==> config.mk <==
export PLATFORM = sky130hd
export DESIGN_NAME = slot_bus_decoder
export DESIGN_NICKNAME = d
export VERILOG_FILES = /design/src/rtl/slotdec_pkg.sv /design/src/rtl/slot_cfg_endian.sv /design/src/rtl/slot_addr_decode.sv /design/src/rtl/slot_lane_swap.sv /design/src/rtl/slot_bus_decoder.sv
export SDC_FILE = /design/constraint.sdc
export NUM_CORES = 1
export LEC_CHECK = 0
export BUFFER_PORTS_ARGS = -buffer_cell sky130_fd_sc_hd__buf_2
export CAP_MARGIN = 0
export CORE_UTILIZATION = 30
export CTS_CLUSTER_SIZE = 20
export DETAILED_ROUTE_END_ITERATION = 6
export PLACE_DENSITY = 0.68
export SETUP_SLACK_MARGIN = 0.02
export SYNTH_ARGS = -nofsm -noshare
export SYNTH_HDL_FRONTEND = slang
export SYNTH_SLANG_ARGS = --single-unit
==> constraint.sdc <==
create_clock -name clk_i -period 2.4 [get_ports clk_i]
set_clock_uncertainty 0.1 [all_clocks]
set_input_delay 0.12 -clock clk_i [delete_from_list [all_inputs] [get_ports clk_i]]
set_output_delay 0.12 -clock clk_i [all_outputs]
set_load 0.05 [all_outputs]
==> src/rtl/slotdec_pkg.sv <==
package slotdec_pkg;
  typedef enum logic [1:0] {
    SPC_IO  = 2'd0,
    SPC_ID  = 2'd1,
    SPC_INT = 2'd2
  } space_e;

  typedef enum logic [1:0] {
    ST_IDLE,
    ST_BUSY,
    ST_RESP
  } state_e;
endpackage

==> src/rtl/slot_cfg_endian.sv <==
module slot_cfg_endian #(
  parameter int          NWIN   = 3,
  parameter logic [7:0]  BASE   = 8'h2B,
  parameter int          STRIDE = 4
) (
  input  logic            clk_i,
  input  logic            rst_ni,
  input  logic            cfg_we_i,
  input  logic [7:0]      cfg_addr_i,
  input  logic            cfg_wbit_i,
  output logic [NWIN-1:0] be_o
);
  for (genvar w = 0; w < NWIN; w++) begin : g_win
    localparam logic [7:0] OFF = 8'(int'(BASE) + w * STRIDE);
    logic be_q;
    always_ff @(posedge clk_i or negedge rst_ni) begin
      if (!rst_ni)                              be_q <= 1'b0;
      else if (cfg_we_i && cfg_addr_i == OFF)   be_q <= cfg_wbit_i;
    end
    assign be_o[w] = be_q;
  end
endmodule

==> src/rtl/slot_addr_decode.sv <==
module slot_addr_decode import slotdec_pkg::*; #(
  parameter  int NSLOT  = 4,
  parameter  int ADDR_W = 11,
  localparam int SEL_W  = $clog2(NSLOT)
) (
  input  logic [ADDR_W-1:0] addr_i,
  output logic              hit_o,
  output logic [SEL_W-1:0]  slot_o,
  output space_e            space_o,
  output logic [6:0]        off_o
);
  localparam int SIDX_W = ADDR_W - 8;

  logic [SIDX_W-1:0] idx;
  assign idx    = addr_i[ADDR_W-1:8];
  assign hit_o  = idx < SIDX_W'(NSLOT);
  assign slot_o = idx[SEL_W-1:0];

  always_comb begin
    unique case (addr_i[7:6])
      2'b10:   begin space_o = SPC_ID;  off_o = {1'b0, addr_i[5:0]}; end
      2'b11:   begin space_o = SPC_INT; off_o = {1'b0, addr_i[5:0]}; end
      default: begin space_o = SPC_IO;  off_o = addr_i[6:0];         end
    endcase
  end
endmodule

==> src/rtl/slot_lane_swap.sv <==
module slot_lane_swap #(
  parameter int W = 16
) (
  input  logic         en_i,
  input  logic [W-1:0] d_i,
  output logic [W-1:0] d_o
);
  localparam int H = W / 2;
  assign d_o = en_i ? {d_i[H-1:0], d_i[W-1:H]} : d_i;
endmodule

==> src/rtl/slot_bus_decoder.sv <==
module slot_bus_decoder import slotdec_pkg::*; #(
  parameter  int NSLOT   = 4,
  parameter  int ADDR_W  = 11,
  parameter  int DATA_W  = 16,
  parameter  int NWIN    = 3,
  parameter  int WIN_SEL = 1,
  localparam int SEL_W   = $clog2(NSLOT)
) (
  input  logic                    clk_i,
  input  logic                    rst_ni,
  input  logic                    cfg_we_i,
  input  logic [7:0]              cfg_addr_i,
  input  logic                    cfg_wbit_i,
  input  logic                    req_valid_i,
  output logic                    req_ready_o,
  input  logic [ADDR_W-1:0]       req_addr_i,
  input  logic                    req_size_i,
  input  logic                    req_we_i,
  input  logic [DATA_W-1:0]       req_wdata_i,
  output logic                    rsp_valid_o,
  output logic [DATA_W-1:0]       rsp_rdata_o,
  input  logic [NSLOT-1:0]        slot_present_i,
  output logic [NSLOT-1:0]        slot_req_o,
  output logic [1:0]              slot_space_o,
  output logic [6:0]              slot_offset_o,
  output logic                    slot_we_o,
  output logic                    slot_size_o,
  output logic [DATA_W-1:0]       slot_wdata_o,
  input  logic [NSLOT-1:0]        slot_ready_i,
  input  logic [NSLOT*DATA_W-1:0] slot_rdata_i,
  input  logic [2*NSLOT-1:0]      irq_pend_i,
  input  logic [2*NSLOT-1:0]      irq_edge_i,
  output logic                    irq_ack_o,
  output logic [SEL_W-1:0]        irq_ack_slot_o,
  output logic                    irq_ack_line_o
);
  localparam int LINE_W = SEL_W + 1;

  logic [NWIN-1:0] be_win;
  logic            be;

  slot_cfg_endian #(.NWIN(NWIN)) u_cfg (
    .clk_i, .rst_ni, .cfg_we_i, .cfg_addr_i, .cfg_wbit_i, .be_o(be_win)
  );
  assign be = be_win[WIN_SEL];

  // byte lane flip happens ahead of field decode
  logic [ADDR_W-1:0] adj_addr;
  assign adj_addr = req_addr_i ^ {{(ADDR_W-1){1'b0}}, be & ~req_size_i};

  logic             dec_hit;
  logic [SEL_W-1:0] dec_slot;
  space_e           dec_space;
  logic [6:0]       dec_off;

  slot_addr_decode #(.NSLOT(NSLOT), .ADDR_W(ADDR_W)) u_dec (
    .addr_i(adj_addr), .hit_o(dec_hit), .slot_o(dec_slot),
    .space_o(dec_space), .off_o(dec_off)
  );

  logic swap_in;
  logic [DATA_W-1:0] wdata_sw;
  assign swap_in = be & req_size_i;

  slot_lane_swap #(.W(DATA_W)) u_wsw (
    .en_i(swap_in), .d_i(req_wdata_i), .d_o(wdata_sw)
  );

  logic present;
  assign present = dec_hit && slot_present_i[dec_slot];

  logic              ack_line;
  logic [LINE_W-1:0] ack_idx;
  logic              ack_hit;
  assign ack_line = dec_off[1];
  assign ack_idx  = {dec_slot, ack_line};
  assign ack_hit  = !req_we_i && present && dec_space == SPC_INT &&
                    dec_off[5:2] == 4'd0 && !dec_off[0] &&
                    irq_pend_i[ack_idx] && !irq_edge_i[ack_idx];

  state_e            state_q;
  logic [SEL_W-1:0]  slot_q;
  space_e            space_q;
  logic [6:0]        off_q;
  logic              we_q, size_q, swap_q;
  logic [DATA_W-1:0] wdata_q, rdata_q;
  logic              ack_q, ack_line_q;
  logic [SEL_W-1:0]  ack_slot_q;

  logic              accept;
  logic [DATA_W-1:0] rsel, rsel_sw;
  assign accept = req_valid_i && state_q == ST_IDLE;
  assign rsel   = slot_rdata_i[slot_q*DATA_W +: DATA_W];

  slot_lane_swap #(.W(DATA_W)) u_rsw (
    .en_i(swap_q), .d_i(rsel), .d_o(rsel_sw)
  );

  always_ff @(posedge clk_i or negedge rst_ni) begin
    if (!rst_ni) begin
      state_q <= ST_IDLE;
      slot_q  <= '0;
      space_q <= SPC_IO;
      off_q   <= '0;
      we_q    <= 1'b0;
      size_q  <= 1'b0;
      swap_q  <= 1'b0;
      wdata_q <= '0;
      rdata_q <= '0;
    end else begin
      unique case (state_q)
        ST_IDLE: if (accept) begin
          slot_q  <= dec_slot;
          space_q <= dec_space;
          off_q   <= dec_off;
          we_q    <= req_we_i;
          size_q  <= req_size_i;
          swap_q  <= swap_in;
          wdata_q <= wdata_sw;
          rdata_q <= '0;
          state_q <= present ? ST_BUSY : ST_RESP;
        end
        ST_BUSY: if (slot_ready_i[slot_q]) begin
          rdata_q <= we_q ? '0 : rsel_sw;
          state_q <= ST_RESP;
        end
        default: state_q <= ST_IDLE;
      endcase
    end
  end

  always_ff @(posedge clk_i or negedge rst_ni) begin
    if (!rst_ni) begin
      ack_q      <= 1'b0;
      ack_slot_q <= '0;
      ack_line_q <= 1'b0;
    end else begin
      ack_q <= accept && ack_hit;
      if (accept && ack_hit) begin
        ack_slot_q <= dec_slot;
        ack_line_q <= ack_line;
      end
    end
  end

  for (genvar s = 0; s < NSLOT; s++) begin : g_req
    assign slot_req_o[s] = state_q == ST_BUSY && slot_q == SEL_W'(s);
  end

  assign req_ready_o    = state_q == ST_IDLE;
  assign rsp_valid_o    = state_q == ST_RESP;
  assign rsp_rdata_o    = rdata_q;
  assign slot_space_o   = space_q;
  assign slot_offset_o  = off_q;
  assign slot_we_o      = we_q;
  assign slot_size_o    = size_q;
  assign slot_wdata_o   = wdata_q;
  assign irq_ack_o      = ack_q;
  assign irq_ack_slot_o = ack_slot_q;
  assign irq_ack_line_o = ack_line_q;
endmodule

==> results.md, run 1 <==
- Status: completed
- Most frequent CP cell: nand4_1
- Clock Latency Late Sink: around 300 ps
- CP Cell Sequence: dlygate4sd3_1 -> buf_2 -> or3b_1 -> nand4_1 -> nand4_1 -> nor4_4 -> mux2_1
- Initial antenna violation count: 0
- Kind of cell adding the most delay to the critical path: simple AND/OR/NAND/NOR gates
- Gp weighted congestion: 0.760
- Yosys Warn Count: 0
- Number of fill cells: 931
- CP max stage cell: dlygate4sd3_1
- Antenna diode count: 0
- Leak Pwr: about 2.2 nW
- # placed instances: 576
- Crit path buf inv count: 2
- CP required: 2490 ps
- Crit path time final: 2090 ps
- Initial Util: 31.1%
- CP Class: input port to flop
- Post-synth ARST share: 100%
- Slew Limit Headroom: between 50% and 60%
- First-pass GRT wire length: 13300 um
- Vias in the first global route: 2779
- CTS clk-pin slew, worst paths: 100 ps
- Worst Hold Class: input port to flop
- Worst setup SP type: input port
- CTS tree: yes
- Overall power: 3.42 mW
- # setup viols final: 0
- WL final: 8400 um
- Comb power frac: 50.5%
- RSZ-0062 raised after global routing: no
- GRT overflow: 0
- Hold slack: 10.8 ps
- Seq cells post-synth: 53
- Setup TNS Final: 0 ps
- M1 GR Usage: about 20%
- Unique masters post-synth: 34
- Non-Filler Instances: 598
- Root Driver: clkbuf_8
- DRC viols: 0
- 1st-pass router iterations: 4
- Max Clock Freq: 478 MHz
- Die Ht: roughly 100 um
- Port Buffer Count: between 150 and 200
- Max-cap violation count: 0
- Mapped Cells: 275
- Critical path arrival: 2180 ps
- Post-Syn Nets: 405
- H-tree lvl count: 2
- Num ports: 183
- Synth top area cells: dfrtp_1, mux4_2, mux2i_1, nand2_1, o21ai_0
- Vias/cell: roughly 4.8
- Most frequent cells in the layout: buf_2, nand2_1, dfrtp_1
- Syn avg cell area: ~11 sq um
- Worst vdd ir: 0.000446 V
- Layer with the highest usage: met2
- Commonest non-fill, non-tap cell in the layout: buf_2
- Max Fanout on Critical Path: 8
- Sequential Power Share: around a third
- Register area: between 0.001 and 0.0015 sq mm
- Gr usage total: around 17%
- Routed Antenna Nets: 0
- DP HPWL: roughly 6300 um
- CP max stage delay: 540 ps
- Synth-to-layout area growth: 43.7%
- CORE AREA: 0.00933 sq mm
- Routed via count: 2849
- Switching power total: between 1.5 and 2 mW
- Post-synthesis cell area: 0.00291 sq mm
- Post-DR wirelength/cell: roughly 14 um
- Area of the multi-input gates: 0.00148 sq mm
- Final hold vios: 0
- Sequential area share after synthesis: 45.7%
- Number of synthesized flops with an enable pin: 0
- Pins Over Slew Limit: 0
- Share of the synthesized area in the top cell type: 45.7%
- Period Utilization, post-route: between 80 and 90%
- Initial drt markers: 78
- Fin nets: 598
- Clk network pwr share: 14.6%
- Switch share: 46.5%
- Worst-margin pin slew: 685 ps
- Most used DFF post-synth: dfrtp_1
- # rows: 35
- M2 GR Usage: between 20 and 30%
- Share of layout cells above drive strength 1: a little under half
- Total die area: 0.0101 sq mm
- Pwr per Cell Area: 820 mW/mm^2
- Cell taking the most area after synthesis: dfrtp_1
- Nature of the critical path endpoint: flop
- Largest net degree at the start of global routing: 54
- Clock Path Buffers: 2
- Num Clock Sinks: between 50 and 60
- Chip width: 100 um
- Cts bufs inserted: 5
- Met3 Use GR: approximately 4.4%
- Internal power: about 1.8 mW
-- metrics by stage --
step                utilization, %  instance area (sq um)  setup WS [ps]
global route                  44.8                   4180            256
CTS                           44.8                   4180            323
global placement              42.3                   3950            488
floorplan                        -                   2910            102
finish                        44.8                   4180            309
detailed placement            42.3                   3950            465
-- worst paths after layout --
| check | to | cells after the start | slack [ps] | from |
|---|---|---|---|---|
| max in group asynchronous | slot_offset_o[0]$_DFFE_PN0P_ | 3 | 1380 | rst_ni |
| max reg2reg | rsp_rdata_o[11]$_DFFE_PN0P_ | 5 | 460 | slot_q[0]$_DFFE_PN0P_ |
| min in group asynchronous | rsp_rdata_o[1]$_DFFE_PN0P_ | 3 | 370 | rst_ni |
| min | slot_wdata_o[12]$_DFFE_PN0P_ | 3 | 10 | req_wdata_i[4] |
| min reg2reg | slot_size_o$_DFFE_PN0P_ | 2 | 380 | slot_size_o$_DFFE_PN0P_ |
| max | irq_ack_line_o$_DFFE_PN0P_ | 7 | 310 | req_addr_i[1] |
-- power groups by stage --
stage	clock, mW	sequential (mW)	combinational [mW]
2_1_floorplan	0	1.82	0.638
3_3_place_gp	0	1.21	1.70
3_5_place_dp	0	1.21	1.73
4_1_cts	0.527	1.20	1.75
5_1_grt	0.573	1.22	1.85
6_report	0.500	1.19	1.73
-- cell type report --
type	instances	area share [%]
multi-input cells	201	35.5
flip-flops and latches	53	31.8
repair buffers	203	26.4
well taps	129	3.87
clock buffers	5	1.65
clock inverters	3	0.420
inverters	4	0.360
-- Yosys cell counts (3+ instances only) --
library cell / n
inv_1: 4
nand3b_1: 3
clkbuf_1: 8
buf_2: 5
nor3_1: 6
mux2i_1: 35
o21ai_0: 36
dfrtp_1: 53
mux4_2: 17
nand2_1: 73
nor2_1: 5
-- state kept, by name, indices dropped and copies added, names as in the netlist --
register / count
state_q: 2
irq_ack_line_o: 1
slot_size_o: 1
slot_space_o: 2
u_cfg.g_win.be_q: 1
irq_ack_o: 1
irq_ack_slot_o: 2
slot_we_o: 1
swap_q: 1
slot_wdata_o: 16
rsp_rdata_o: 16
slot_offset_o: 7
slot_q: 2
-- tightest hold or removal path, stage by stage --
cell and delay [ps]:
buf_2 90, mux2i_1 50, o21ai_0 120
-- metal layers --
metal,vias up,routed length [um]
met2,124,4220
met3,11,623
met4,0,97
li1,1367,-
met5,-,0
met1,1347,3460
-- cells by family (layout without fill, tap and decap cells) --
| group | after synthesis | count (layout) | synth area share, % |
|---|---|---|---|
| xor+xnor | 1 | 1 | 0.302 |
| flops | 53 | 53 | 45.7 |
| buf+inv | 21 | 215 | 3.32 |
| mux | 55 | 55 | 26.4 |
| simple gates | 104 | 104 | 16.7 |
| compound gates | 41 | 41 | 7.62 |
-- timing repair --
action                    4_1_cts  5_1_grt
hold endpoints to repair       65        0
hold buffers                   14        0
buffers inserted                0        0
gates resized for setup         0        0
Note: power is estimated with default switching activity, not from simulation.
==> inputs of run 2 (changes only) <==
Settings changed: PLACE_DENSITY 0.68 to unset, PLACE_DENSITY_LB_ADDON set to 0.1.
==> run 2 against run 1 <==
  * First-iteration DRC count increased by 9.0%
  * Non-clock buffer count unchanged
  * Critical endpoint is now irq_ack_slot_o[0]$_DFFE_PN0P_
  * Die area unchanged
  * Sequential power about the same
  * Worst setup slack got worse by 26 ps
  * Clock power increased by 44%
==> results.md, run 2 (synthesis gave the netlist of run 1 again) <==
- Final hold vios: 0
- Crit path time final: ~2100 ps
- Pins Over Slew Limit: 0
- Worst-margin pin slew: between 500 and 600 ps
- CP max stage cell: dlygate4sd3_1
- M1 GR Usage: 20.6%
- Commonest non-fill, non-tap cell in the layout: buf_2
- Layer with the highest usage: met2
- Routed Antenna Nets: 0
- Num ports: 183
- GRT overflow: 0
- RSZ-0062 raised after global routing: no
- CTS resizes: 0
- Gp weighted congestion: 0.745
- Num Clock Sinks: 53
- # setup viols final: 0
- Reg2Reg Launch Point: slot_q[0]$_DFFE_PN0P_
- DP HPWL: 6180 um
- 1st-pass router iterations: 4
- Nature of the critical path endpoint: flop
- Met3 Use GR: under 10%
- Slew Limit Headroom: 60.7%
- Routed via count: 2795
- WL final: 8090 um
- Critical path arrival: 2210 ps
- Initial antenna violation count: 0
- Worst setup SP type: input port
- First-pass GRT wire length: between 10000 and 15000 um
- CORE AREA: 0.00933 sq mm
- Port Buffer Count: 182
- # rows: 35
- Share of layout cells above drive strength 1: 46.3%
- Initial Util: a little over 30%
- Vias in the first global route: roughly 2.7k
- Most frequent cells in the layout: buf_2, nand2_1, dfrtp_1
- Hold path startpoint: req_wdata_i[15]
- Pwr per Cell Area: 861 mW/mm^2
- Max Clock Freq: 472 MHz
- Critical path launch point: req_addr_i[1]
- CTS clk-pin slew, worst paths: approximately 100 ps
- Vias/cell: 4.67
- Fin area: 0.00422 sq mm
- CP Cell Sequence: dlygate4sd3_1 -> buf_2 -> or3b_1 -> nand4_1 -> nand4_1 -> nor4_4 -> mux2_1
- CP max stage delay: 550 ps
- Worst vdd ir: ~0.00043 V
- Post-DR wirelength/cell: 13.5 um
- Gr usage total: 16.3%
- Chip width: between 100 and 150 um
- Largest net degree at the start of global routing: 51
- CTS tree: yes
- Placed cell area: 0.00396 sq mm
- DRC viols: 0
- Cts bufs inserted: 5
- Most frequent CP cell: nand4_1
- Total die area: approximately 0.010 sq mm
- Number of fill cells: 945
- Leak Pwr: 2.23 nW
- Period Utilization, post-route: 88.2%
- Clock Path Buffers: 2
- Setup TNS Final: 0 ps
- CP required: 2500 ps
- Root Driver: clkbuf_8
- Max-cap violation count: 0
- H-tree lvl count: 2
- M2 GR Usage: 28.3%
- Worst Hold Class: input port to flop
- Clock Latency Late Sink: ~300 ps
- Die Ht: 100 um
- Synth-to-layout area growth: 45.3%
- Initial drt markers: 85
- CP Class: input port to flop
- Fin nets: 598
- Max Fanout on Critical Path: 8
- Status: completed
- Antenna diode count: 0
==> run 2: path summary, 6_finish.rpt <==
check | end | slack, ps | cells past startpoint
max | irq_ack_slot_o[0]$_DFFE_PN0P_ | 280 | 7
min | slot_wdata_o[7]$_DFFE_PN0P_ | 20 | 3
max reg2reg | rsp_rdata_o[3]$_DFFE_PN0P_ | 450 | 5
min reg2reg | slot_offset_o[1]$_DFFE_PN0P_ | 380 | 2
max in group asynchronous | slot_wdata_o[9]$_DFFE_PN0P_ | 1420 | 3
min in group asynchronous | rsp_rdata_o[8]$_DFFE_PN0P_ | 160 | 2
==> run 2: layout make-up <==
type | count | area (sq um) | share of cell area, %
Inverter | 4 | 15.0 | 0.356
Tap cell | 129 | 161 | 3.82
Clock inverter | 3 | 65.1 | 1.54
Timing Repair Buffer | 203 | 1100 | 26.1
Multi-Input combinational cell | 201 | 1480 | 35.1
Clock buffer | 5 | 68.8 | 1.63
Sequential cell | 53 | 1330 | 31.4
==> run 2: timing repair <==
action	4_1_cts	5_1_grt
endpoints found under the hold margin	26	0
buffers inserted	0	0
hold buffers	13	0
endpoints found under the setup margin	0	0
==> run 2: metrics by stage <==
step	setup slack [ps]	std cells	total power [mW]	hold slack [ps]	utilization [%]
6_report	283	598	3.63	18.8	45.2
5_1_grt	228	598	3.86	8.84	45.2
4_1_cts	306	598	3.69	4.39	45.2
3_5_place_dp	461	577	2.94	-37.1	42.4
3_3_place_gp	498	577	2.92	-40.8	42.4
2_1_floorplan	102	275	2.46	-276	-
==> run 2: critical path, delay by kind of cell <==
family | cells | cell delay [ps]
AND/OR/NAND/NOR | 4 | 1000
buffers and inverters | 2 | 730
multiplexers | 1 | 360
==> run 2: routing by layer <==
metal	wire, um	part of all wire, %
met1	3570	44
met5	0	0
met2	3900	48
met4	106	1.3
met3	511	6.3
==> run 2: where the power goes <==
| group | total (mW) | internal (mW) | leakage [nW] | switching, mW |
|---|---|---|---|---|
| Clock | 0.720 | 0.415 | 0.0681 | 0.306 |
| Combinational | 1.73 | 0.546 | 1.47 | 1.18 |
| Sequential | 1.19 | 1.08 | 0.685 | 0.105 |
| Total | 3.63 | 2.04 | 2.23 | 1.59 |
==> inputs of run 3 (changes only) <==
==> constraint.sdc (replaced) <==
create_clock -name clk_i -period 2.4 [get_ports clk_i]
set_clock_uncertainty 0.1 [all_clocks]
set_input_delay 0 -clock clk_i [delete_from_list [all_inputs] [get_ports clk_i]]
set_output_delay 0 -clock clk_i [all_outputs]
set_load 0.05 [all_outputs]
==> run 3 against run 2 <==
  * Sequential share of layout area is 1.8 points lower
  * Fmax is 5.5% higher
  * Cell area is 6.2% higher
  * Die area stayed put
  * Total power is 0.66% higher
  * Flip-flop and latch count stayed put
  * Global-route usage is 0.19 points higher
  * Non-clock buffer count is 26 higher
  * Critical endpoint unchanged
  * Highest routed layer unchanged
==> results.md, run 3 (synthesis gave the netlist of run 1 again) <==
- Status: completed
- Gr usage total: between 10% and 20%
- Setup TNS Final: 0 ps
- Max Clock Freq: 498 MHz
- Gp weighted congestion: 0.734
- Setup Buffers After CTS: 0
- # setup viols final: 0
- H-tree lvl count: 2
- Worst setup SP type: input port
- Number of fill cells: between 900 and 1k
- CTS clk-pin slew, worst paths: roughly 90 ps
- Routed via count: 2866
- Routed Antenna Nets: 0
- Vias in the first global route: a little under 3k
- Vias/cell: 4.59
- Pins Over Slew Limit: 0
- Clock Latency Late Sink: ~300 ps
- First-pass GRT wire length: 13100 um
- Max Fanout on Critical Path: 8
- Num ports: 183
- Die Ht: roughly 100 um
- Post-DR wirelength/cell: around 13 um
- Worst Hold Class: input port to flop
- Crit path time final: roughly 2000 ps
- Root Driver: clkbuf_8
- Period Utilization, post-route: 83.6%
- Most frequent cells in the layout: buf_2, nand2_1, dfrtp_1
- Worst-margin pin slew: about 760 ps
- DRC viols: 0
- CP Class: input port to flop
- CP required: 2490 ps
- Port Buffer Count: between 150 and 200
- GRT overflow: 0
- Leak Pwr: between 2 and 2.5 nW
- # placed instances: 576
- Total die area: 0.0101 sq mm
- DP HPWL: slightly above 6000 um
- CTS tree: yes
- Nature of the critical path endpoint: flop
- Final hold vios: 0
- Max-cap violation count: 0
- Util after Layout: 48.1%
- Share of layout cells above drive strength 1: 43.6%
- Commonest non-fill, non-tap cell in the layout: buf_2
- Worst vdd ir: 0.000345 V
- # rows: 35
- Num Clock Sinks: 53
- Pwr per Cell Area: around 820 mW/mm^2
- Fin nets: 624
- Largest net degree at the start of global routing: 51
- Critical path arrival: 2100 ps
- WL final: 8290 um
- Synth-to-layout area growth: 54.3%
- RSZ-0062 raised after global routing: no
- R2R depth: 5
- Clock Path Buffers: 2
- Non-Filler Instances: 624
- Initial drt markers: 67
- Initial Util: 31.1%
- Slew Limit Headroom: 49.5%
- Hold Path Stages: 4
- CORE AREA: 0.00933 sq mm
- Initial antenna violation count: 0
- Antenna diode count: 0
- 1st-pass router iterations: 4
- Chip width: 100 um
- Cts bufs inserted: 5
- Quantity of hold-fixing buffers added after cts: 40
- CTS resizes: 0
-- run 3: worst max-delay path: stages --
cell and delay [ps]:
dlygate4sd3_1 540, buf_2 180, or3b_1 370, nand4_1 110, nand4_1 190, nor4_4 360
mux2_1 350
-- run 3: worst paths after layout --
kind,slack (ps),end,startpoint
setup / recovery,390,irq_ack_slot_o[0]$_DFFE_PN0P_,req_addr_i[1]
hold / removal,20,irq_ack_o$_DFF_PN0_,irq_edge_i[3]
setup reg to reg,480,rsp_rdata_o[7]$_DFFE_PN0P_,slot_q[0]$_DFFE_PN0P_
hold reg to reg,380,slot_offset_o[4]$_DFFE_PN0P_,slot_offset_o[4]$_DFFE_PN0P_
max in group asynchronous,1210,rsp_rdata_o[11]$_DFFE_PN0P_,rst_ni
min in group asynchronous,200,rsp_rdata_o[0]$_DFFE_PN0P_,rst_ni
-- run 3: metrics by stage --
step	hold WS, ps	power, mW	cell area (sq um)	setup slack, ps
5_1_grt	32.9	3.88	4480	256
4_1_cts	15.6	3.71	4480	428
3_3_place_gp	17.2	2.91	3950	505
2_1_floorplan	-396	2.46	2910	102
6_report	23.1	3.66	4480	393
3_5_place_dp	19.7	2.93	3950	472
-- run 3: power by group --
group | leakage, nW | internal (mW) | switching, mW | total [mW]
sequential | 0.685 | 1.08 | 0.108 | 1.19
clock | 0.0681 | 0.415 | 0.299 | 0.714
combinational | 1.59 | 0.573 | 1.18 | 1.75
total | 2.34 | 2.07 | 1.59 | 3.66
-- run 3: cell type report --
| type | instances | area [sq um] | share of cell area [%] |
|---|---|---|---|
| Inverter | 4 | 15.0 | 0.335 |
| Sequential cell | 53 | 1330 | 29.6 |
| Tap cell | 129 | 161 | 3.60 |
| Clock inverter | 3 | 65.1 | 1.45 |
| Timing Repair Buffer | 229 | 1360 | 30.4 |
| Clock buffer | 5 | 68.8 | 1.54 |
| Multi-Input combinational cell | 201 | 1480 | 33.1 |
-- run 3: routing by layer --
layer / track usage (%) / vias up / part of all wire (%)
met2: 29.5 / 106 / 49
met5: 0 / - / 0
met4: 3.68 / 0 / 0.97
met3: 3.34 / 8 / 6.6
li1: - / 1421 / -
met1: 20.5 / 1331 / 44
